## config.mk

```make
export PLATFORM = sky130hd
export DESIGN_NAME = phy_tune_target
export DESIGN_NICKNAME = d
export VERILOG_FILES = /design/src/rtl/phy_tune_pkg.sv /design/src/rtl/phy_tune_regs.sv /design/src/rtl/phy_tune_port.sv /design/src/rtl/phy_tune_common.sv /design/src/rtl/phy_tune_target.sv
export SDC_FILE = /design/constraint.sdc
export NUM_CORES = 1
export LEC_CHECK = 0
export BUFFER_PORTS_ARGS = -buffer_cell sky130_fd_sc_hd__buf_2
export CAP_MARGIN = 20
export CORE_AREA = 2 2 332 334
export CTS_CLUSTER_DIAMETER = 120
export DETAILED_ROUTE_END_ITERATION = 6
export DIE_AREA = 0 0 334 336
export GPL_TIMING_DRIVEN = 0
export PLACE_DENSITY = 0.68
export SETUP_SLACK_MARGIN = 0.4
export SYNTH_ARGS = -nofsm -noshare
export SYNTH_HDL_FRONTEND = slang
export SYNTH_SLANG_ARGS = --single-unit
```

## constraint.sdc

```tcl
create_clock -name clk_i -period 1.9 [get_ports clk_i]
set_clock_uncertainty 0.1 [all_clocks]
set_input_delay 0.19 -clock clk_i [delete_from_list [all_inputs] [get_ports clk_i]]
set_output_delay 0.19 -clock clk_i [all_outputs]
set_load 0.01 [all_outputs]
```

## src/rtl/phy_tune_pkg.sv

```systemverilog
package phy_tune_pkg;
  localparam int TUNE_AW   = 8;
  localparam int MAP_W     = 1 << TUNE_AW;
  localparam int DATA_BIT  = 7;
  localparam int ADDR_LSB  = 8;
  localparam int CTRL_IDX  = 1;
  localparam int AMP_BASE  = 'h20;
  localparam int AMP_W     = 5;
  localparam int DISC_BASE = 'h2A;
  localparam int DISC_W    = 2;
  localparam logic [TUNE_AW-1:0] PLL_ADDR  = 8'h03;
  localparam logic [TUNE_AW-1:0] RCAL_ADDR = 8'h0C;
endpackage

```

## src/rtl/phy_tune_regs.sv

```systemverilog
module phy_tune_regs
  import phy_tune_pkg::*;
#(
  parameter int NUM_PORTS = 3,
  parameter int DW        = 32,
  parameter int NWORDS    = 4,
  localparam int IW       = $clog2(NWORDS),
  localparam int NB       = DW / 8
) (
  input  logic               clk_i,
  input  logic               rst_ni,
  input  logic               we_i,
  input  logic [IW-1:0]      idx_i,
  input  logic [NB-1:0]      be_i,
  input  logic [DW-1:0]      wdata_i,
  output logic [DW-1:0]      rdata_o,
  output logic [TUNE_AW-1:0] tune_addr_o,
  output logic               tune_data_o,
  output logic [NUM_PORTS-1:0] strobe_o
);
  logic [DW-1:0] regs_q [NWORDS];

  always_ff @(posedge clk_i or negedge rst_ni) begin
    if (!rst_ni) begin
      for (int r = 0; r < NWORDS; r++) regs_q[r] <= '0;
    end else if (we_i) begin
      for (int b = 0; b < NB; b++)
        if (be_i[b]) regs_q[idx_i][b*8 +: 8] <= wdata_i[b*8 +: 8];
    end
  end

  assign rdata_o     = regs_q[idx_i];
  assign tune_addr_o = regs_q[CTRL_IDX][ADDR_LSB +: TUNE_AW];
  assign tune_data_o = regs_q[CTRL_IDX][DATA_BIT];

  for (genvar p = 0; p < NUM_PORTS; p++) begin : g_strb
    assign strobe_o[p] = regs_q[CTRL_IDX][2*p];
  end
endmodule

```

## src/rtl/phy_tune_port.sv

```systemverilog
module phy_tune_port
  import phy_tune_pkg::*;
(
  input  logic               clk_i,
  input  logic               rst_ni,
  input  logic               strobe_i,
  input  logic [TUNE_AW-1:0] addr_i,
  input  logic               data_i,
  output logic               rise_o,
  output logic [MAP_W-1:0]   map_o
);
  logic             prev_q;
  logic [MAP_W-1:0] map_q;

  assign rise_o = strobe_i & ~prev_q;

  always_ff @(posedge clk_i or negedge rst_ni) begin
    if (!rst_ni) begin
      prev_q <= 1'b0;
      map_q  <= '0;
    end else begin
      prev_q <= strobe_i;
      if (rise_o) map_q[addr_i] <= data_i;
    end
  end

  assign map_o = map_q;
endmodule

```

## src/rtl/phy_tune_common.sv

```systemverilog
module phy_tune_common
  import phy_tune_pkg::*;
#(
  parameter int NUM_PORTS = 3
) (
  input  logic                 clk_i,
  input  logic                 rst_ni,
  input  logic [NUM_PORTS-1:0] rise_i,
  input  logic [TUNE_AW-1:0]   addr_i,
  input  logic                 data_i,
  output logic                 pll_bw_o,
  output logic                 res_cal_en_o
);
  // all ports share one address field and data bit, so concurrent rises agree
  always_ff @(posedge clk_i or negedge rst_ni) begin
    if (!rst_ni) begin
      pll_bw_o     <= 1'b0;
      res_cal_en_o <= 1'b0;
    end else if (|rise_i) begin
      if (addr_i == PLL_ADDR)  pll_bw_o     <= data_i;
      if (addr_i == RCAL_ADDR) res_cal_en_o <= data_i;
    end
  end
endmodule

```

## src/rtl/phy_tune_target.sv

```systemverilog
module phy_tune_target
  import phy_tune_pkg::*;
#(
  parameter int NUM_PORTS = 3
) (
  input  logic                         clk_i,
  input  logic                         rst_ni,
  input  logic                         bus_we_i,
  input  logic [1:0]                   bus_idx_i,
  input  logic [3:0]                   bus_be_i,
  input  logic [31:0]                  bus_wdata_i,
  output logic [31:0]                  bus_rdata_o,
  output logic [NUM_PORTS*MAP_W-1:0]   tune_map_o,
  output logic [NUM_PORTS*AMP_W-1:0]   tx_amp_o,
  output logic [NUM_PORTS*DISC_W-1:0]  disc_th_o,
  output logic                         pll_bw_o,
  output logic                         res_cal_en_o
);
  logic [TUNE_AW-1:0]   tune_addr;
  logic                 tune_data;
  logic [NUM_PORTS-1:0] strobe;
  logic [NUM_PORTS-1:0] rise_vec;

  phy_tune_regs #(.NUM_PORTS(NUM_PORTS), .DW(32), .NWORDS(4)) u_regs (
    .clk_i       (clk_i),
    .rst_ni      (rst_ni),
    .we_i        (bus_we_i),
    .idx_i       (bus_idx_i),
    .be_i        (bus_be_i),
    .wdata_i     (bus_wdata_i),
    .rdata_o     (bus_rdata_o),
    .tune_addr_o (tune_addr),
    .tune_data_o (tune_data),
    .strobe_o    (strobe)
  );

  for (genvar p = 0; p < NUM_PORTS; p++) begin : g_port
    phy_tune_port u_port (
      .clk_i    (clk_i),
      .rst_ni   (rst_ni),
      .strobe_i (strobe[p]),
      .addr_i   (tune_addr),
      .data_i   (tune_data),
      .rise_o   (rise_vec[p]),
      .map_o    (tune_map_o[p*MAP_W +: MAP_W])
    );
    assign tx_amp_o[p*AMP_W +: AMP_W]   = tune_map_o[p*MAP_W + AMP_BASE +: AMP_W];
    assign disc_th_o[p*DISC_W +: DISC_W] = tune_map_o[p*MAP_W + DISC_BASE +: DISC_W];
  end

  phy_tune_common #(.NUM_PORTS(NUM_PORTS)) u_common (
    .clk_i        (clk_i),
    .rst_ni       (rst_ni),
    .rise_i       (rise_vec),
    .addr_i       (tune_addr),
    .data_i       (tune_data),
    .pll_bw_o     (pll_bw_o),
    .res_cal_en_o (res_cal_en_o)
  );
endmodule

```

==> results.py, run 1 <==
metrics = {
    "floorplanning": {
        "full_die_area_um2": 112000,
        "boundaryPins": 864,
        "row_count": 121,
        "die_w_um": 334,
        "initial_core_util_pct": 37.1,
        "core_area_um2": 108000,
        "die_height_um": 336,
    },
    "final_layout": {
        "final_cell_count_no_fill": 5895,
        "footprint_of_the_flip_flops_and_latches_um2": 22600,
        "fin_area_um2": 61400,
        "num-fill-cells": 8428,
        "final_nets": 4436,
        "final_core_utilization_pct": 56.6,
        "layout_stage_area_growth_over_the_synthesis_result_pct": 52.8,
        "multi_input_comb_area_um2": 19700,
        "drive_gt1_share_pct": 65.6,
    },
    "global_route": {
        "largest_net_degree_at_the_start_of_global_routing": 114,
        "gr-usage-all-layers_pct": 29.7,
        "grt_overflow": 0,
        "wire_length_of_the_first_global_routing_pass_mm": 242,
        "antenna_violations_before_repair": 3,
        "vias_in_the_first_global_route": 32618,
    },
    "route": {
        "avgRoutedWirePerCell_um": 30.3,
        "drcViolationCount": 0,
        "post_drt_via_cell_ratio": 5.62,
        "m1WireLength_mm": 67.9,
        "top_layer_used": "met5",
        "drt_pass1_iterations": 5,
        "dr_wl_met2_mm": 84.2,
        "met3WireLength_mm": 14.9,
        "via_count": 33129,
        "drt_iter0_markers": 2573,
        "post_detailed_route_count_of_antenna_violating_nets": 0,
        "detail_route.wirelength_mm": 179,
    },
    "yosys": {
        "muxShareOfSynthArea_pct": 27.0,
        "ys_seq_elements": 901,
        "synth_async_sr_flop_share_pct": 100,
        "postSynthNetCount": 3115,
        "synth_edf_count": 0,
        "post_synth_instance_area_um2": 40200,
        "synth.yosys.seq_area_share_pct": 56.1,
        "ys_warn_count": 0,
        "synth_compound_area_share_pct": 0.0436,
        "synth_fa_ha_area_share_pct": 0,
        "synthesis.instances": 3074,
        "synth.distinct_cells": 36,
        "synth_xor_area_share_pct": 0,
        "postSynthAreaPerCell_um2": 13.1,
        "synth-simple-area-share_pct": 12.3,
        "synth_top_family_by_area": "multiplexers",
        "synth_flop_cell": "sky130_fd_sc_hd__dfrtp_1",
    },
    "worst_setup_path": {
        "crit_buf_inv": 4,
        "cpMaxStageDelayCell": "sky130_fd_sc_hd__mux4_2",
        "worst-endpoint-arrival_ns": 2.15,
        "r2r_slack_ns": -0.47,
        "worstRegToRegCells": 11,
        "timing.critical_path.from_type": "flop",
        "cell_family_contributing_the_most_delay_on_the_critical_path": "buffers and inverters",
        "beginning_of_the_worst_register_to_register_path": "u_regs.tune_addr_o[4]",
        "crit_path_end_kind": "output pin",
        "critPathMaxFanout": 3,
        "critical_path.cell_chain": "clkbuf_16 > clkbuf_16 > clkbuf_16 > mux4_2 > buf_6",
        "critical-path-max-stage-delay_ns": 0.48,
        "cpMostUsedCell": "sky130_fd_sc_hd__clkbuf_16",
        "timing.setup.critical_path_class": "reg -> out",
        "r2r-end": "g_port[2].u_port.map_o[2]",
        "critical_path_required_ns": 1.61,
    },
    "min_path": {
        "holdCritPathClass": "in -> async",
    },
    "timing": {
        "setup_repair_after_global_routing_missed_its_margin": "yes",
        "maxSlewViolCount": 0,
        "fmax_mhz": 409,
        "setup_viol": 976,
        "worst_hold_slack_across_all_endpoints_ns": -0.549,
        "timing.final.ws_setup_ns": -0.544,
        "max-slew-margin-rel_pct": 46.9,
        "layout_min_cycle_time_ns": 2.44,
        "timing_worst_slew_pin_value_ns": 0.796,
        "final.period_utilization_pct": 129,
        "final-hold-violation-count": 188,
    },
    "clock_network": {
        "clock_insertion_delay_worst_skew_ns": 0.69,
        "cts.sinks": 901,
        "clk_root_buffer_cell": "sky130_fd_sc_hd__clkbuf_16",
        "clk_pin_slew_ns": 0.06,
        "cts-root-to-sink-buffers": 3,
        "htreeDepth": 3,
        "tritoncts": "built",
        "cts-buffers-inserted": 99,
    },
    "outcome": {
        "failed_checks": "negative hold slack, negative setup slack",
        "status": "complete, but fails checks",
    },
    "placement": {
        "portBuffers": 862,
        "dpl.cell_count": 5363,
        "gpl.final_weighted_congestion": 0.935,
        "placedInstanceArea_um2": 48100,
        "hpwl_mm": 119,
        "pre_cts_slack_ns": -1.54,
    },
    "power": {
        "leakage_power_nw": 31.4,
        "power_density_nw_per_um2": 1010,
        "vdd_drop_max_uv": 803,
    },
    "flow_run": {
        "max_cap_viols": 0,
    },
}
[worst max path at each step]
| stage | start | to | slack (ns) | depth (start not counted) |
|---|---|---|---|---|
| 2_1_floorplan | u_regs.tune_addr_o[5] | g_port[1].u_port.map_o[140] | -0.05 | 5 |
| 3_3_place_gp | rst_ni | g_port[1].u_port.map_o[176] | -19.48 | 1 |
| 3_5_place_dp | u_regs.tune_data_o | g_port[1].u_port.map_o[254] | -1.54 | 5 |
| 4_1_cts | u_regs.tune_data_o | bus_rdata_o[7] | -0.58 | 5 |
| 5_1_grt | u_regs.tune_data_o | bus_rdata_o[7] | -0.60 | 5 |
| 6_report | u_regs.tune_data_o | bus_rdata_o[7] | -0.54 | 5 |
[Yosys cell counts (5+ instances only)]
master	number	share of area, %
sky130_fd_sc_hd__and4bb_2	8	0.25
sky130_fd_sc_hd__buf_6	14	0.39
sky130_fd_sc_hd__clkbuf_1	162	1.5
sky130_fd_sc_hd__nand2b_1	5	0.078
sky130_fd_sc_hd__mux2_1	90	2.5
sky130_fd_sc_hd__nor3_2	12	0.30
sky130_fd_sc_hd__buf_4	32	0.60
sky130_fd_sc_hd__nand3_1	525	6.5
sky130_fd_sc_hd__mux4_2	32	1.8
sky130_fd_sc_hd__nor4b_4	9	0.53
sky130_fd_sc_hd__dfrtp_1	901	56
sky130_fd_sc_hd__buf_1	13	0.12
sky130_fd_sc_hd__and3b_1	6	0.13
sky130_fd_sc_hd__nand4bb_1	8	0.22
sky130_fd_sc_hd__nand2_1	11	0.10
sky130_fd_sc_hd__nor4bb_1	12	0.30
sky130_fd_sc_hd__nand4b_1	11	0.24
sky130_fd_sc_hd__buf_2	156	1.9
sky130_fd_sc_hd__nor3b_1	5	0.093
sky130_fd_sc_hd__mux2_2	808	23
sky130_fd_sc_hd__nor3_1	220	2.7
[tightest hold or removal path, cell delays in order]
cell	delay, ns
sky130_fd_sc_hd__buf_8	0.08
sky130_fd_sc_hd__buf_16	0.09
sky130_fd_sc_hd__buf_16	0.25
[where the power goes]
group	switching (W)	internal, W
sequential	0.00119	0.0209
clock	0.00858	0.0121
combinational	0.0109	0.00832
total	0.0207	0.0413
[layout by cell type, fill, tap and decap left out, types with 64 or more instances in the layout]
| cell | n |
|---|---|
| sky130_fd_sc_hd__clkbuf_1 | 89 |
| sky130_fd_sc_hd__nor3_4 | 136 |
| sky130_fd_sc_hd__clkbuf_16 | 163 |
| sky130_fd_sc_hd__mux2_2 | 636 |
| sky130_fd_sc_hd__mux2_4 | 239 |
| sky130_fd_sc_hd__dfrtp_1 | 892 |
| sky130_fd_sc_hd__buf_4 | 144 |
| sky130_fd_sc_hd__buf_8 | 64 |
| sky130_fd_sc_hd__buf_12 | 105 |
| sky130_fd_sc_hd__buf_6 | 128 |
| sky130_fd_sc_hd__buf_2 | 871 |
| sky130_fd_sc_hd__nand3_2 | 85 |
| sky130_fd_sc_hd__nand3_1 | 401 |
[stage by stage]
step                TNS, ns  power (W)
finish              -254.35     0.0620
detailed placement  -912.09     0.0352
CTS                 -234.16     0.0599
global route        -311.91     0.0638
global placement          -     0.0349
floorplan             -2.65     0.0290
[flip-flops by register name, indices dropped and copies added (netlist names)]
signal                 count
g_port.u_port.prev_q       3
u_common.pll_bw_o          1
u_common.res_cal_en_o      1
u_regs.tune_data_o         1
g_port.u_port.map_o      768
u_regs.strobe_o            3
u_regs.tune_addr_o         8
u_regs.regs_q            116
[layout make-up]
type | count | area share, %
diodes | 1 | 0.00408
clock inverters | 41 | 0.885
multi-input cells | 1795 | 32.1
repair buffers | 1220 | 15.7
well taps | 1414 | 2.88
plain buffers | 378 | 6.90
clock buffers | 145 | 4.79
flip-flops and latches | 901 | 36.7
[what timing repair did]
item | 4_1_cts | 5_1_grt
cloned | 43 | 32
setup endpoints to repair | 1768 | 1986
hold endpoints to repair | 359 | 231
resized for setup | 818 | 467
pin swaps | 63 | 56
hold buffers | 35 | 7
buffers inserted | 156 | 72
[kinds of logic after synthesis]
family          Yosys count
mux                     930
flops                   901
simple gates            863
buf+inv                 378
compound gates            2
[routing by layer]
metal	up-vias	global-route usage [%]
met1	17247	36.6
li1	13709	-
met3	486	7.60
met5	-	0
met2	1683	48.6
met4	4	14.4
Power figures use the tool's default switching activity.
==> run 2: changes to the inputs <==
--- a/config.mk
+++ b/config.mk
@@ -7,12 +7,13 @@
 export LEC_CHECK = 0
 export BUFFER_PORTS_ARGS = -buffer_cell sky130_fd_sc_hd__buf_2
 export CAP_MARGIN = 20
-export CORE_AREA = 2 2 332 334
+export CORE_AREA = 2 2 339 341
+export CTS_BUF_LIST = sky130_fd_sc_hd__clkbuf_4 sky130_fd_sc_hd__clkbuf_8
 export CTS_CLUSTER_DIAMETER = 120
 export DETAILED_ROUTE_END_ITERATION = 6
-export DIE_AREA = 0 0 334 336
+export DIE_AREA = 0 0 341 343
 export GPL_TIMING_DRIVEN = 0
-export PLACE_DENSITY = 0.68
+export PLACE_DENSITY = 0.66
 export SETUP_SLACK_MARGIN = 0.4
 export SYNTH_ARGS = -nofsm -noshare
 export SYNTH_HDL_FRONTEND = slang
==> run 2 against run 1 <==
Effect of this change: the run still ends with negative hold slack, negative setup slack left; final cell count is 5.4% higher; first-iteration DRC count is 2.5% lower; worst setup slack worse by 0.17 ns; die area is 4.2% higher; design area is 6.5% higher; global-route usage is 0.47 points lower; flip-flop and latch count stayed put; critical path type unchanged; largest cell class unchanged.
==> results.py, run 2 (synthesis results as in run 1) <==
metrics = {
    "outcome": {
        "status": "complete, but fails checks",
        "failed_checks": "negative hold slack, negative setup slack",
    },
    "worst_setup_path": {
        "worstRegToRegCells": 10,
        "beginning_of_the_worst_register_to_register_path": "u_regs.tune_addr_o[5]",
        "cell_family_contributing_the_most_delay_on_the_critical_path": "buffers and inverters",
        "r2r_slack_ns": -0.53,
        "critPathMaxFanout": 3,
        "worst-endpoint-arrival_ns": 2.32,
        "critical_path_required_ns": 1.61,
        "crit_buf_inv": 4,
        "timing.setup.critical_path_class": "reg -> out",
        "cpMostUsedCell": "sky130_fd_sc_hd__clkbuf_16",
        "timing.critical_path.from_type": "flop",
        "critical-path-max-stage-delay_ns": 0.48,
        "r2r-end": "g_port[2].u_port.map_o[136]",
        "crit_path_start": "u_regs.tune_data_o",
        "critical_path.cell_chain": "clkbuf_16 > clkbuf_16 > clkbuf_16 > mux4_2 > buf_6",
        "critical_path_destination": "bus_rdata_o[7]",
        "crit_path_end_kind": "output pin",
        "cp.depth": 5,
        "cpMaxStageDelayCell": "sky130_fd_sc_hd__mux4_2",
    },
    "global_route": {
        "grt_overflow": 0,
        "globalRouteMet2Util_pct": 46.8,
        "busiest_layer": "met2",
        "wire_length_of_the_first_global_routing_pass_mm": 246,
        "vias_in_the_first_global_route": 33063,
        "use_met3_pct": 8.39,
        "use_met1_pct": 35.8,
        "antenna_violations_before_repair": 4,
        "largest_net_degree_at_the_start_of_global_routing": 125,
        "gr-usage-all-layers_pct": 29.2,
    },
    "floorplanning": {
        "initial_core_util_pct": 35.4,
        "row_count": 124,
        "core_area_um2": 113000,
        "boundaryPins": 864,
        "die_height_um": 343,
        "full_die_area_um2": 117000,
        "die_w_um": 341,
    },
    "route": {
        "drt_pass1_iterations": 5,
        "drcViolationCount": 0,
        "avgRoutedWirePerCell_um": 30.8,
        "post_drt_via_cell_ratio": 5.57,
        "via_count": 34595,
        "drt_iter0_markers": 2509,
        "detail_route.wirelength_mm": 191,
        "post_detailed_route_count_of_antenna_violating_nets": 0,
    },
    "clock_network": {
        "cts-hold-fix-buffers": 62,
        "clk_root_buffer_cell": "sky130_fd_sc_hd__clkbuf_8",
        "clock_insertion_delay_worst_skew_ns": 0.85,
        "tritoncts": "built",
        "cts.sinks": 901,
        "htreeDepth": 4,
        "cts-root-to-sink-buffers": 3,
        "cts-buffers-inserted": 155,
        "clk_pin_slew_ns": 0.06,
    },
    "final_layout": {
        "final_core_utilization_pct": 57.6,
        "layout_stage_area_growth_over_the_synthesis_result_pct": 62.7,
        "final_cell_count_no_fill": 6212,
        "num-fill-cells": 8703,
        "drive_gt1_share_pct": 69.4,
        "most_common_cell_after_layout_fill_and_taps_aside": "sky130_fd_sc_hd__dfrtp_1",
        "layout.cells.most_common_list": "sky130_fd_sc_hd__dfrtp_1, sky130_fd_sc_hd__buf_2, sky130_fd_sc_hd__mux2_2, sky130_fd_sc_hd__mux2_4, sky130_fd_sc_hd__nand3_1",
        "largest_register_ff_count": 768,
        "final_nets": 4623,
    },
    "timing": {
        "layout_min_cycle_time_ns": 2.61,
        "final-hold-violation-count": 335,
        "setup_repair_after_global_routing_missed_its_margin": "yes",
        "setup_viol": 810,
        "setup_tns_ns": -265.36,
        "maxSlewViolCount": 0,
        "final.period_utilization_pct": 137,
        "timing.final.ws_setup_ns": -0.711,
        "timing_worst_slew_pin_value_ns": 0.768,
        "worst_hold_slack_across_all_endpoints_ns": -0.516,
        "max-slew-margin-rel_pct": 48.5,
        "fmax_mhz": 383,
    },
    "power": {
        "power_report.internal_total_w": 0.0412,
        "netSwitchingFraction_pct": 35.0,
        "share_comb_of_total_power_pct": 34.5,
        "p_seq_share_pct": 35.0,
        "power.switching_w": 0.0221,
        "clk_pwr_share_pct": 30.5,
        "leakage_power_nw": 33.3,
        "vdd_drop_max_uv": 669,
        "power_density_nw_per_um2": 969,
    },
    "placement": {
        "hpwl_mm": 121,
        "gpl.final_weighted_congestion": 0.908,
        "portBuffers": 862,
        "dpl.cell_count": 5458,
    },
    "flow_run": {
        "max_cap_viols": 0,
    },
    "min_path": {
        "holdCritPathClass": "in -> async",
    },
}
run 2: cell types whose count changed in the layout (fill, tap and decap cells not counted), sizes merged:
cell / change
dlygate4sd3: +21
clkbuf: +123
clkinv: -10
inv: +3
buf: +88
bufinv: -7
diode: +3
bufbuf: -2
run 2: through the flow:
stage               setup slack, ns  hold slack [ns]  power, W  cell area (µm²)
floorplan                   -0.0484           -0.206    0.0290            41700
CTS                          -0.815           -0.602    0.0587            58300
global route                 -0.792           -0.545    0.0651            65300
detailed placement            -1.66           0.0209    0.0352            48200
global placement             -19.70            0.305    0.0350            47900
finish                       -0.711           -0.516    0.0633            65400
run 2: power groups by stage:
stage / clock, W / sequential, W / combinational (W)
after global placement: 0 / 0.0223 / 0.0127
final: 0.0193 / 0.0221 / 0.0219
after detailed placement: 0 / 0.0224 / 0.0128
after global routing: 0.0203 / 0.0223 / 0.0226
after CTS: 0.0194 / 0.0220 / 0.0172
after floorplan: 0 / 0.0226 / 0.00635
run 2: layout make-up:
cell class              count  area, µm²  share of cell area, %
clock buffers             244       3020                   4.62
plain buffers             378       4620                   7.07
diodes                      4       10.0                 0.0153
well taps                1512       1890                   2.89
flip-flops and latches    901      22600                   34.5
multi-input cells        1795      21300                   32.5
clock inverters            27        319                  0.488
repair buffers           1351      11700                   17.8
run 2: worst min-delay path by stage:
stage / end / slack [ns]
after global placement: g_port[2].u_port.prev_q / 0.31
after floorplan: g_port[0].u_port.map_o[0] / -0.21
after global routing: g_port[0].u_port.map_o[242] / -0.54
after detailed placement: g_port[2].u_port.map_o[39] / 0.02
after CTS: g_port[0].u_port.map_o[242] / -0.60
final: g_port[1].u_port.map_o[242] / -0.52
run 2: tightest hold or removal path, cell delays in order:
cell	delay (ns)
sky130_fd_sc_hd__buf_8	0.08
sky130_fd_sc_hd__buf_16	0.10
sky130_fd_sc_hd__buf_16	0.09
sky130_fd_sc_hd__buf_16	0.09
sky130_fd_sc_hd__buf_16	0.24
run 2: per-layer routing:
layer | routed length [µm] | vias up | part of all wire [%]
met2 | 89600 | 1947 | 47
met5 | 0 | - | 0
met1 | 71400 | 17899 | 37
met4 | 12700 | 0 | 6.6
met3 | 17700 | 584 | 9.3
li1 | - | 14165 | -
run 2: timing repair:
| action | 4_1_cts | 5_1_grt |
|---|---|---|
| endpoints found under the setup margin | 1600 | 1827 |
| buffers inserted | 144 | 159 |
| gates cloned | 46 | 68 |
| resized for setup | 870 | 931 |
| hold endpoints to repair | 477 | 282 |
| pin swaps | 87 | 119 |
